--- config.mk ---
export PLATFORM = sky130hd
export DESIGN_NAME = sar_conv_seq
export DESIGN_NICKNAME = d
export VERILOG_FILES = /design/src/rtl/sar_seq_pkg.sv /design/src/rtl/sar_seq_ctrl.sv /design/src/rtl/sar_seq_trial.sv /design/src/rtl/sar_seq_rdout.sv /design/src/rtl/sar_conv_seq.sv
export SDC_FILE = /design/constraint.sdc
export NUM_CORES = 1
export LEC_CHECK = 0
export ABC_AREA = 0
export BUFFER_PORTS_ARGS = -buffer_cell sky130_fd_sc_hd__buf_2
export CAP_MARGIN = 5
export CORE_MARGIN = 4
export CORE_UTILIZATION = 55
export CTS_BUF_LIST = sky130_fd_sc_hd__clkbuf_4 sky130_fd_sc_hd__clkbuf_8
export DETAILED_ROUTE_END_ITERATION = 16
export PLACE_DENSITY = 0.73
export RECOVER_POWER = 100
export SLEW_MARGIN = 40
export SYNTH_ARGS = -nofsm -noshare
export SYNTH_HDL_FRONTEND = slang
export SYNTH_SLANG_ARGS = --single-unit
export TNS_END_PERCENT = 5
--- constraint.sdc ---
create_clock -name clk -period 4.8 [get_ports clk]
set_input_delay 0.96 -clock clk [delete_from_list [all_inputs] [get_ports clk]]
set_output_delay 0.96 -clock clk [all_outputs]
set_load 0.005 [all_outputs]
--- src/rtl/sar_seq_pkg.sv ---
package sar_seq_pkg;

  typedef enum logic [1:0] {
    ST_CAL = 2'd0,
    ST_RDY = 2'd1,
    ST_SMP = 2'd2,
    ST_CNV = 2'd3
  } seq_st_e;

  localparam logic [1:0] MD_SHDN = 2'b00;
  localparam logic [1:0] MD_UNI  = 2'b01;
  localparam logic [1:0] MD_BIP  = 2'b10;
  localparam logic [1:0] MD_OFF  = 2'b11;

  function automatic logic is_off(input logic [1:0] m);
    return (m == MD_SHDN) || (m == MD_OFF);
  endfunction

endpackage

--- src/rtl/sar_seq_ctrl.sv ---
module sar_seq_ctrl
  import sar_seq_pkg::*;
#(
  parameter int TW       = 16,
  parameter int SAMP_CYC = 2,
  parameter int CAL_CYC  = 32,
  parameter int IW       = 4
) (
  input  logic          clk,
  input  logic          rst_n,
  input  logic          conv_n,
  input  logic [1:0]    mode,
  output logic          sample_o,
  output logic          ld_first_o,
  output logic          step_o,
  output logic          last_o,
  output logic [IW-1:0] idx_o,
  output logic          eoc_n_o,
  output logic          sleep_o,
  output logic          range_bip_o
);

  localparam int M1 = (CAL_CYC > SAMP_CYC) ? CAL_CYC : SAMP_CYC;
  localparam int M2 = (M1 > TW) ? M1 : TW;
  localparam int CW = $clog2(M2 + 1);
  localparam logic [CW-1:0] CAL_LAST  = CW'(CAL_CYC - 1);
  localparam logic [CW-1:0] SMP_LAST  = CW'(SAMP_CYC - 1);
  localparam logic [CW-1:0] STEP_LAST = CW'(TW - 1);

  seq_st_e       st_q, st_d;
  logic [CW-1:0] cnt_q, cnt_d;
  logic          eoc_q, eoc_d;
  logic          bip_q, bip_d;
  logic          conv_q;
  logic          conv_fall;
  logic          start;

  assign conv_fall = conv_q & ~conv_n;

  always_comb begin
    st_d  = st_q;
    cnt_d = cnt_q;
    eoc_d = eoc_q;
    bip_d = bip_q;
    start = 1'b0;
    case (st_q)
      ST_CAL: begin
        if (cnt_q == CAL_LAST) begin
          st_d  = ST_RDY;
          cnt_d = '0;
        end else begin
          cnt_d = cnt_q + 1'b1;
        end
      end
      ST_RDY: begin
        if (conv_fall && !is_off(mode)) begin
          start = 1'b1;
          st_d  = ST_SMP;
          cnt_d = '0;
          eoc_d = 1'b1;
          bip_d = (mode == MD_BIP);
        end
      end
      ST_SMP: begin
        if (cnt_q == SMP_LAST) begin
          st_d  = ST_CNV;
          cnt_d = '0;
        end else begin
          cnt_d = cnt_q + 1'b1;
        end
      end
      ST_CNV: begin
        if (cnt_q == STEP_LAST) begin
          st_d  = ST_RDY;
          cnt_d = '0;
          eoc_d = 1'b0;
        end else begin
          cnt_d = cnt_q + 1'b1;
        end
      end
      default: st_d = ST_CAL;
    endcase
  end

  always_ff @(posedge clk or negedge rst_n) begin
    if (!rst_n) begin
      st_q   <= ST_CAL;
      cnt_q  <= '0;
      eoc_q  <= 1'b1;
      bip_q  <= 1'b0;
      conv_q <= 1'b1;
    end else begin
      st_q   <= st_d;
      cnt_q  <= cnt_d;
      eoc_q  <= eoc_d;
      bip_q  <= bip_d;
      conv_q <= conv_n;
    end
  end

  assign sample_o    = (st_q == ST_SMP);
  assign ld_first_o  = (st_q == ST_SMP) && (cnt_q == SMP_LAST);
  assign step_o      = (st_q == ST_CNV);
  assign last_o      = (st_q == ST_CNV) && (cnt_q == STEP_LAST);
  assign idx_o       = cnt_q[IW-1:0];
  assign eoc_n_o     = eoc_q;
  assign sleep_o     = (st_q == ST_RDY) && is_off(mode);
  assign range_bip_o = bip_q;

  // a taken start raises eoc and enters the sample phase
  p_start_eoc_r6: assert property (@(posedge clk) disable iff (!rst_n)
    start |=> (eoc_q && sample_o));
  // a finished conversion keeps eoc low until the next start
  p_eoc_hold_r6: assert property (@(posedge clk) disable iff (!rst_n)
    (!eoc_q && !start) |=> !eoc_q);
  // power-down refuses the sample phase
  p_shdn_r10: assert property (@(posedge clk) disable iff (!rst_n)
    (st_q == ST_RDY && is_off(mode)) |=> (st_q != ST_SMP));
  // range is only captured when a start is taken
  p_range_r11: assert property (@(posedge clk) disable iff (!rst_n)
    (st_q != ST_RDY) |=> $stable(bip_q));
  // eoc cannot fall before the last step
  p_len_r4: assert property (@(posedge clk) disable iff (!rst_n)
    (st_q == ST_CNV && cnt_q != STEP_LAST) |=> eoc_q);
  // calibration leads only to the ready state
  p_cal_r9: assert property (@(posedge clk) disable iff (!rst_n)
    (st_q == ST_CAL) |=> (st_q == ST_CAL || st_q == ST_RDY));

endmodule

--- src/rtl/sar_seq_trial.sv ---
module sar_seq_trial #(
  parameter int RES_W   = 14,
  parameter int EXTRA_W = 2,
  parameter int IW      = 4
) (
  input  logic                       clk,
  input  logic                       rst_n,
  input  logic                       ld_first_i,
  input  logic                       step_i,
  input  logic                       last_i,
  input  logic [IW-1:0]              idx_i,
  input  logic                       cmp_i,
  output logic [RES_W+EXTRA_W-1:0]   trial_o,
  output logic [RES_W-1:0]           res_o,
  output logic [RES_W-1:0]           res_nx_o
);

  localparam int TW = RES_W + EXTRA_W;
  localparam logic [TW-1:0] TOP_BIT  = {1'b1, {(TW-1){1'b0}}};
  localparam logic [TW:0]   HALF_LSB = (TW+1)'(1) << (EXTRA_W - 1);

  logic [TW-1:0]    tr_q, tr_d;
  logic [RES_W-1:0] res_q, res_d;
  logic [IW-1:0]    pos;
  logic [TW:0]      rsum;

  always_comb begin
    tr_d  = '0;
    res_d = res_q;
    pos   = IW'(TW - 1) - idx_i;
    rsum  = '0;
    if (ld_first_i) begin
      tr_d = TOP_BIT;
    end else if (step_i) begin
      tr_d = tr_q;
      if (!cmp_i) tr_d[pos] = 1'b0;
      if (pos != '0) tr_d[pos - IW'(1)] = 1'b1;
      if (last_i) begin
        rsum  = {1'b0, tr_d} + HALF_LSB;
        res_d = rsum[TW] ? '1 : rsum[TW-1:EXTRA_W];
        tr_d  = '0;
      end
    end
  end

  always_ff @(posedge clk or negedge rst_n) begin
    if (!rst_n) begin
      tr_q  <= '0;
      res_q <= '0;
    end else begin
      tr_q  <= tr_d;
      res_q <= res_d;
    end
  end

  assign trial_o  = tr_q;
  assign res_o    = res_q;
  assign res_nx_o = res_d;

  // the first trial after sampling is the top bit alone
  p_first_r2: assert property (@(posedge clk) disable iff (!rst_n)
    ld_first_i |=> (tr_q == TOP_BIT));
  // a low comparator lowers the trial level
  p_low_r3: assert property (@(posedge clk) disable iff (!rst_n)
    (step_i && !last_i && !cmp_i) |=> (tr_q < $past(tr_q)));
  // a high comparator raises the trial level
  p_high_r3: assert property (@(posedge clk) disable iff (!rst_n)
    (step_i && !last_i && cmp_i) |=> (tr_q > $past(tr_q)));

endmodule

--- src/rtl/sar_seq_rdout.sv ---
module sar_seq_rdout #(
  parameter int RES_W = 14
) (
  input  logic             clk,
  input  logic             rst_n,
  input  logic             load_i,
  input  logic [RES_W-1:0] load_val_i,
  input  logic [RES_W-1:0] res_i,
  input  logic             eoc_n_i,
  input  logic             cs_n,
  input  logic             sclk,
  output logic             dout,
  output logic             dout_oe
);

  logic [RES_W-1:0] sh_q, sh_d;
  logic sclk_s1, sclk_s2, sclk_p;
  logic cs_s1, cs_s2, cs_p;
  logic sclk_fall, cs_rise, shift_en;

  assign sclk_fall = sclk_p & ~sclk_s2;
  assign cs_rise   = cs_s2 & ~cs_p;
  assign shift_en  = sclk_fall & ~cs_s2 & ~eoc_n_i;

  always_comb begin
    sh_d = sh_q;
    if (load_i)        sh_d = load_val_i;
    else if (cs_rise)  sh_d = res_i;
    else if (shift_en) sh_d = {sh_q[RES_W-2:0], 1'b0};
  end

  always_ff @(posedge clk or negedge rst_n) begin
    if (!rst_n) begin
      sh_q    <= '0;
      sclk_s1 <= 1'b0;
      sclk_s2 <= 1'b0;
      sclk_p  <= 1'b0;
      cs_s1   <= 1'b1;
      cs_s2   <= 1'b1;
      cs_p    <= 1'b1;
    end else begin
      sh_q    <= sh_d;
      sclk_s1 <= sclk;
      sclk_s2 <= sclk_s1;
      sclk_p  <= sclk_s2;
      cs_s1   <= cs_n;
      cs_s2   <= cs_s1;
      cs_p    <= cs_s2;
    end
  end

  assign dout    = ~eoc_n_i & sh_q[RES_W-1];
  assign dout_oe = ~cs_n;

  // the finishing edge loads the fresh result
  p_load_r7: assert property (@(posedge clk) disable iff (!rst_n)
    load_i |=> (sh_q == $past(load_val_i)));
  // a read-clock fall moves one bit onward
  p_shift_r7: assert property (@(posedge clk) disable iff (!rst_n)
    (shift_en && !load_i && !cs_rise) |=> (sh_q == {$past(sh_q[RES_W-2:0]), 1'b0}));
  // deselect rewinds to the stored result
  p_rewind_r8: assert property (@(posedge clk) disable iff (!rst_n)
    (cs_rise && !load_i) |=> (sh_q == $past(res_i)));

endmodule

--- src/rtl/sar_conv_seq.sv ---
module sar_conv_seq #(
  parameter int RES_W    = 14,
  parameter int EXTRA_W  = 2,
  parameter int SAMP_CYC = 2,
  parameter int CAL_CYC  = 32
) (
  input  logic               clk,
  input  logic               rst_n,
  input  logic               conv_n,
  input  logic [1:0]         mode,
  input  logic               cmp_i,
  input  logic               cs_n,
  input  logic               sclk,
  output logic [RES_W-1:0]   dac_code,
  output logic [EXTRA_W-1:0] dac_fine,
  output logic               sample_o,
  output logic               range_bip,
  output logic               sleep_o,
  output logic               eoc_n,
  output logic               dout,
  output logic               dout_oe
);

  localparam int TW = RES_W + EXTRA_W;
  localparam int IW = $clog2(TW);

  logic             rs1, rs_n;
  logic             ld_first, step, last;
  logic [IW-1:0]    idx;
  logic [TW-1:0]    trial;
  logic [RES_W-1:0] res, res_nx;

  always_ff @(posedge clk or negedge rst_n) begin
    if (!rst_n) begin
      rs1  <= 1'b0;
      rs_n <= 1'b0;
    end else begin
      rs1  <= 1'b1;
      rs_n <= rs1;
    end
  end

  sar_seq_ctrl #(
    .TW(TW), .SAMP_CYC(SAMP_CYC), .CAL_CYC(CAL_CYC), .IW(IW)
  ) u_ctrl (
    .clk(clk), .rst_n(rs_n), .conv_n(conv_n), .mode(mode),
    .sample_o(sample_o), .ld_first_o(ld_first), .step_o(step),
    .last_o(last), .idx_o(idx), .eoc_n_o(eoc_n), .sleep_o(sleep_o),
    .range_bip_o(range_bip)
  );

  sar_seq_trial #(
    .RES_W(RES_W), .EXTRA_W(EXTRA_W), .IW(IW)
  ) u_trial (
    .clk(clk), .rst_n(rs_n), .ld_first_i(ld_first), .step_i(step),
    .last_i(last), .idx_i(idx), .cmp_i(cmp_i), .trial_o(trial),
    .res_o(res), .res_nx_o(res_nx)
  );

  sar_seq_rdout #(
    .RES_W(RES_W)
  ) u_rdout (
    .clk(clk), .rst_n(rs_n), .load_i(last), .load_val_i(res_nx),
    .res_i(res), .eoc_n_i(eoc_n), .cs_n(cs_n), .sclk(sclk),
    .dout(dout), .dout_oe(dout_oe)
  );

  assign dac_code = trial[TW-1:EXTRA_W];
  assign dac_fine = trial[EXTRA_W-1:0];

endmodule

# Word-level counts from Yosys, hierarchy flattened
# Index checks and enable logic that the tools add are counted.
dict set report word_totals {
  inputBits 8
  word_cells 100
  register_bits 63
  out_inout_bits 22
}
dict set report op_classes {
  magnitude_cmp 4
  bitwise 15
  reduce_logical 16
  add_sub_neg 4
  n_mux 33
  eq_ne 12
}
# operator count
set op_table {}
lappend op_table {{$mux W16} 9}
lappend op_table {{$mux W14} 7}
lappend op_table {{$mux W6} 4}
lappend op_table {{$pmux W6 S4} 1}
lappend op_table {{$add A16 B2 Y17 const B} 1}
lappend op_table {{$and A16 B16 Y16} 1}
lappend op_table {{$not A16 Y16} 1}
lappend op_table {{$or A16 B16 Y16} 1}
lappend op_table {{$lt A4 B5 Y1 const B} 2}
lappend op_table {{$demux W1 S4} 2}
lappend op_table {{$eq A2 B2 Y1 const B} 4}
lappend op_table {{$ge A4 B1 Y1 const B} 2}
lappend op_table {{$mux W2} 4}
lappend op_table {{$ne A2 B1 Y1 const B} 4}
lappend op_table {{$pmux W2 S4} 1}
lappend op_table {{$add A6 B1 Y6 const B} 1}
lappend op_table {{$and A1 B1 Y1} 6}
lappend op_table {{$eq A6 B1 Y1 const B} 1}
lappend op_table {{$eq A6 B4 Y1 const B} 1}
lappend op_table {{$eq A6 B5 Y1 const B} 1}
lappend op_table {{$logic_and A1 B1 Y1} 6}
lappend op_table {{$not A1 Y1} 6}
lappend op_table {{$logic_not A2 Y1} 2}
lappend op_table {{$mux W1} 4}
lappend op_table {{12 further kinds} 12}

# Depth between registers and ports, before layout
dict set report logic_depth {
  depth_word 20
  depth_mapped 13
  ltp_nobuf 12
}

# Modules after synthesis
# Synthesis repeated with hierarchy kept, for this count alone.
dict set report unflattened {
  hier_cells 369
  area_unflattened_um2 3943.8
}
# mod cells_each instances seq_area_each_um2 area_each_um2
set by_module_without_submodules {}
lappend by_module_without_submodules {sar_seq_trial 185 1 750.7 2006.9}
lappend by_module_without_submodules {sar_seq_rdout 104 1 504.2 1136.1}
lappend by_module_without_submodules {sar_seq_ctrl 77 1 277.8 747.0}
lappend by_module_without_submodules {sar_conv_seq 3 1 50.0 53.8}

# Worst setup path before layout
# OpenSTA, ideal clock, no wires.
dict set report synth_path {
  path_kind {flip-flop to flip-flop}
  startpoint {reg u_ctrl.cnt_q[0]}
  endpoint {reg u_rdout.sh_q[11]}
  setup_ps 126
  path_slack_ps 1586
  arrival_time_ps 3088
  n_path_buf 2
  period_less_slack_ps 3214
  path_stages_with_launch 14
  required_time_ps 4674
  cell_sequence {dfrtp_1 ha_1 buf_6 nor2b_1 a21oi_1 o221ai_1 ha_1 o2111ai_1 nor2_1 or4b_1 clkbuf_1 or4_1 a211oi_2 o21ai_1}
}
dict set report synth_between {
  elab_chain_len 20
  word_cells_on_any_way 33
  cone_classes {3 x add/sub; 4 x order compare; 2 x eq/ne; 15 x mux; 3 x bitwise; 6 x reduce/logical}
}
# item line_no
set synth_rtl {}
lappend synth_rtl {{start, declared} sar_seq_ctrl.sv:31} ;# logic [CW-1:0] cnt_q, cnt_d;
lappend synth_rtl {{start signal, assigned} sar_seq_ctrl.sv:94} ;# cnt_q <= cnt_d;
lappend synth_rtl {{$sub A4 B4 Y4} sar_seq_trial.sv:30} ;# pos = IW'(TW - 1) - idx_i;
lappend synth_rtl {{$lt A4 B5 Y1 (not written as such) or $ge A4 B1 Y1 (tied branches)} sar_seq_trial.sv:36} ;# if (!cmp_i) tr_d[pos] = 1'b0;
lappend synth_rtl {{$logic_and A1 B1 Y1 (not written as such)} sar_seq_trial.sv:36}
lappend synth_rtl {{$mux W1 (not written as such)} sar_seq_trial.sv:36}
lappend synth_rtl {{$demux W1 S4} n/a}
lappend synth_rtl {{$not A16 Y16 (no line)} n/a}
lappend synth_rtl {{$and A16 B16 Y16 (no line)} n/a}
lappend synth_rtl {{$mux W16} sar_seq_trial.sv:36}
lappend synth_rtl {{(+4 left out)} n/a}
lappend synth_rtl {{$mux W16} sar_seq_trial.sv:34} ;# end else if (step_i) begin
lappend synth_rtl {{$mux W16} sar_seq_trial.sv:32} ;# if (ld_first_i) begin
lappend synth_rtl {{$add A16 B2 Y17} sar_seq_trial.sv:39} ;# rsum = {1'b0, tr_d} + HALF_LSB;
lappend synth_rtl {{$mux W14} sar_seq_trial.sv:40} ;# res_d = rsum[TW] ? '1 : rsum[TW-1:EXTRA_W];
lappend synth_rtl {{$mux W14} sar_seq_trial.sv:38} ;# if (last_i) begin
lappend synth_rtl {{$mux W14} sar_seq_trial.sv:34}
lappend synth_rtl {{$mux W14} sar_seq_trial.sv:32}
lappend synth_rtl {{$mux W14} sar_seq_rdout.sv:27} ;# if (load_i) sh_d = load_val_i;
lappend synth_rtl {{end signal, assigned} sar_seq_rdout.sv:34} ;# sh_q <= '0;
lappend synth_rtl {{end signal, assigned} sar_seq_rdout.sv:42} ;# sh_q <= sh_d;
lappend synth_rtl {{end, declared} sar_seq_rdout.sv:16} ;# logic [RES_W-1:0] sh_q, sh_d;
# Parallel ways exist; a longest one is shown, timed or not. The select of a mux whose other input is x is not followed.
# A chain may end at the register's enable or synchronous reset.

# Worst setup path in the final report
# Ends and elaborated chain as after synthesis.

==> reports/qor.yml <==
status:
  status: "finished with violations"
  violations: "max-capacitance violations, max-slew violations"
sta:
  whs_ps: 351.1
  clock_skew_ps: 4.834
  finalCritPeriodShare_pct: 81.42
  slew_headroom_pct: -117.2
  fmax_mhz: 255.9
  period_needed_ps: 3908
  rsz0062_at_grt: "false"
  worstMarginPinSlew_ps: 3258
  setup-tns-final_ps: 0
  setup_violations: 0
  hold_violations: 0
  final-max-slew-violation-count: 62
placed_design:
  dp_cells: 466
  post-dp-hpwl_mm: 5.477
  io_buffer_count: 29
  place.gp.congestion: 0.8725
clock_tree:
  cts_buffers: 9
  clock-sinks: 63
  cts_setup_buffers: 0
  cts_tree: "built"
  cts_max_level: 3
  clockBufferDepth: 2
  clk_pin_slew_ps: 80
  insertion_delay_ps: 340
  cts_root_buf: "clkbuf_8"
  post_cts_resized: 0
  hold_buffers: 0
pwr:
  power_frac_clock_pct: 27.5
  internal_power_uw: 1052
  p_sw_uw: 625.1
  cellLeakagePower_uw: 0.001673
  powerDensity_nw_per_um2: 440.4
  p_seq_share_pct: 40.2
  switching_share_pct: 37.27
  peakVddDrop_mv: 0.3522
  combPwrFrac_pct: 32.2
critical_path:
  worstPathArrival_ps: 4120
  worst_ep_required_time_ps: 5020
  r2r-end: "u_rdout.sh_q[11]"
  end_kind: "register"
  critPathMaxFanout: 11
  reg2reg_slack_ps: 890
  r2r_start: "u_ctrl.cnt_q[0]"
  cp-start-kind: "register"
  worstRegToRegCells: 11
  path_class: "reg2reg"
drt:
  wl_per_cell_um: 16.47
  via_count: 2908
  totalWireLength_mm: 7.939
  remaining_drc_errors: 0
  viasPerCell: 6.033
  firstDrtPassIters: 5
  ant_nets: 0
  drt_iter0_drc: 284
global_route:
  grt_pass1_vias: 2821
  grt.busiest_layer: "met2"
  track_usage_pct: 22.47
  grt-ovfl-total: 0
  grt_max_degree: 62
  grt_first_pass_wirelength_mm: 13.30
  grt_antenna_before_repair: 0
  grtUsageMet2_pct: 35.27
  met1_usage_pct: 30.75
  groute.layer.met3.usage_pct: 4.352
synth:
  ys_types: 55
  synth_top_flop_cell: "dfrtp_1"
  seq_area_frac_synth_pct: 45.87
  netlist.area_leader.share_pct: 42.06
  synthArstFlopShare_pct: 100.0
  synthCells: 378
  ys_ff_latch: 63
  synth_area_leaders: "dfrtp_1, nand2_1, nor2_1"
  synth_edf_count: 0
  syn_area_per_cell_um2: 9.129
  synth_top_cell_by_area: "dfrtp_1"
  netlist_area_um2: 3451
  ys_warn_count: 0
  synth_nets: 397
worst_hold_path:
  holdCritStartpoint: "rs1"
  whs_endpoint: "rs_n"
  hold_class: "reg2reg"
  holdPathStages: 0
die:
  num_rows: 28
  ios: 30
  initial_utilization_pct: 57.60
  dieArea_um2: 7606
  die_height_um: 87.21
  die_w_um: 87.21
  core_area_um2: 5991
layout:
  drive_gt1_share_pct: 15.48
  instances_no_fill: 482
  final_nets: 421
  area_growth_pct: 10.37
  n_antenna_cell: 0
  fillers: 512
flow_run:
  maxCapViolations: 1
[layout by cell type (no fill, tap or decap), types with 5 or more instances in the layout]
cell type	count
nand3_1	5
clkbuf_1	11
o21a_1	7
ha_1	11
nor2b_1	6
buf_2	18
o31a_1	5
inv_1	13
a31o_2	9
o31ai_1	10
nand2_1	53
clkbuf_8	9
dfrtp_1	57
nor3_1	8
a211oi_1	6
a21oi_1	15
nand2b_1	9
nor2_1	42
o21ai_0	31
[metrics by stage]
step,power (µW),cell area (µm²),setup WS [ps],utilization [%]
floorplan,1071,3451,1586,-
global placement,1212,3630,1133,60.59
detailed placement,1225,3641,1071,60.78
CTS,1687,3839,1026,64.08
global route,1785,3809,648.2,63.58
finish,1677,3809,891.7,63.58
[per-layer routing]
metal | wire length, µm | share of wire [%]
met1 | 3662 | 46
met2 | 3655 | 46
met3 | 479 | 6.0
met4 | 140 | 1.8
met5 | 0 | 0
[flip-flops by register name, summed over array words and instances, names as in the netlist]
name and count:
u_ctrl.cnt_q 6, rs1 1, u_ctrl.range_bip_o 1, u_trial.trial_o 16, u_trial.res_o 14, u_rdout.cs_s1 1, rs_n 1, u_rdout.sclk_s2 1
u_ctrl.conv_q 1, u_rdout.sclk_p 1, u_rdout.cs_p 1, u_ctrl.st_q 2, u_rdout.sh_q 14, u_rdout.cs_s2 1, u_rdout.sclk_s1 1, u_ctrl.eoc_n_o 1
[power groups by stage]
| stage | sequential [µW] | combinational [µW] | clock [µW] |
|---|---|---|---|
| floorplan | 670 | 402 | 0 |
| global placement | 680 | 531 | 0 |
| detailed placement | 684 | 541 | 0 |
| CTS | 674 | 545 | 468 |
| global route | 687 | 607 | 492 |
| finish | 675 | 540 | 462 |
[cell families (layout without fill, tap and decap cells)]
family	count (synthesis)	count (layout)	synth area share [%]
compound gates	101	101	20.01
simple gates	159	159	22.91
other cells	1	1	0.1087
mux	6	6	1.849
buf+inv	32	61	3.988
xor+xnor	5	5	1.269
flops	63	63	45.87
fa+ha+maj	11	11	3.988
[cell type report]
cell class / instances / area [µm²] / area share (%)
flip-flops and latches: 63 / 1584 / 41.59
clock inverters: 7 / 73.82 / 1.938
repair buffers: 32 / 151.4 / 3.975
inverters: 13 / 48.80 / 1.281
clock buffers: 9 / 123.9 / 3.252
well taps: 75 / 93.84 / 2.464
multi-input cells: 283 / 1733 / 45.50
[worst max-delay path, cell delays in order (launching register included)]
cell,delay (ps)
dfrtp_1,520
ha_1,420
nor2b_1,270
a21oi_1,130
o221ai_1,400
ha_1,270
o2111ai_1,170
nor2_1,130
or4b_1,570
or4_1,450
a211oi_1,320
o21ai_0,140
[cells in the mapped netlist, drive strengths merged, types with 4 or more instances]
| library cell | n |
|---|---|
| a211oi | 6 |
| nand2 | 54 |
| nor2 | 42 |
| o21ai | 31 |
| clkbuf | 12 |
| nand2b | 9 |
| or4 | 4 |
| a21oi | 15 |
| nand3 | 5 |
| nor3 | 9 |
| o31ai | 10 |
| dfrtp | 58 |
| o31a | 5 |
| buf | 7 |
| a31o | 9 |
| and2 | 4 |
| xor2 | 4 |
| o21a | 7 |
| inv | 13 |
| or3 | 4 |
| nor2b | 7 |
| ha | 11 |
| or2 | 4 |
| dfstp | 5 |
[worst max path at each step]
stage	cells after the start	to	from	slack, ps
finish	11	u_rdout.sh_q[11]	u_ctrl.cnt_q[0]	890
global placement	11	u_rdout.sh_q[11]	u_ctrl.cnt_q[0]	1130
floorplan	13	u_rdout.sh_q[11]	u_ctrl.cnt_q[0]	1590
detailed placement	11	u_rdout.sh_q[11]	u_ctrl.cnt_q[0]	1070
global route	11	u_rdout.sh_q[11]	u_ctrl.cnt_q[0]	650
CTS	11	u_rdout.sh_q[11]	u_ctrl.cnt_q[0]	1030
Power figures use the tool's default switching activity.
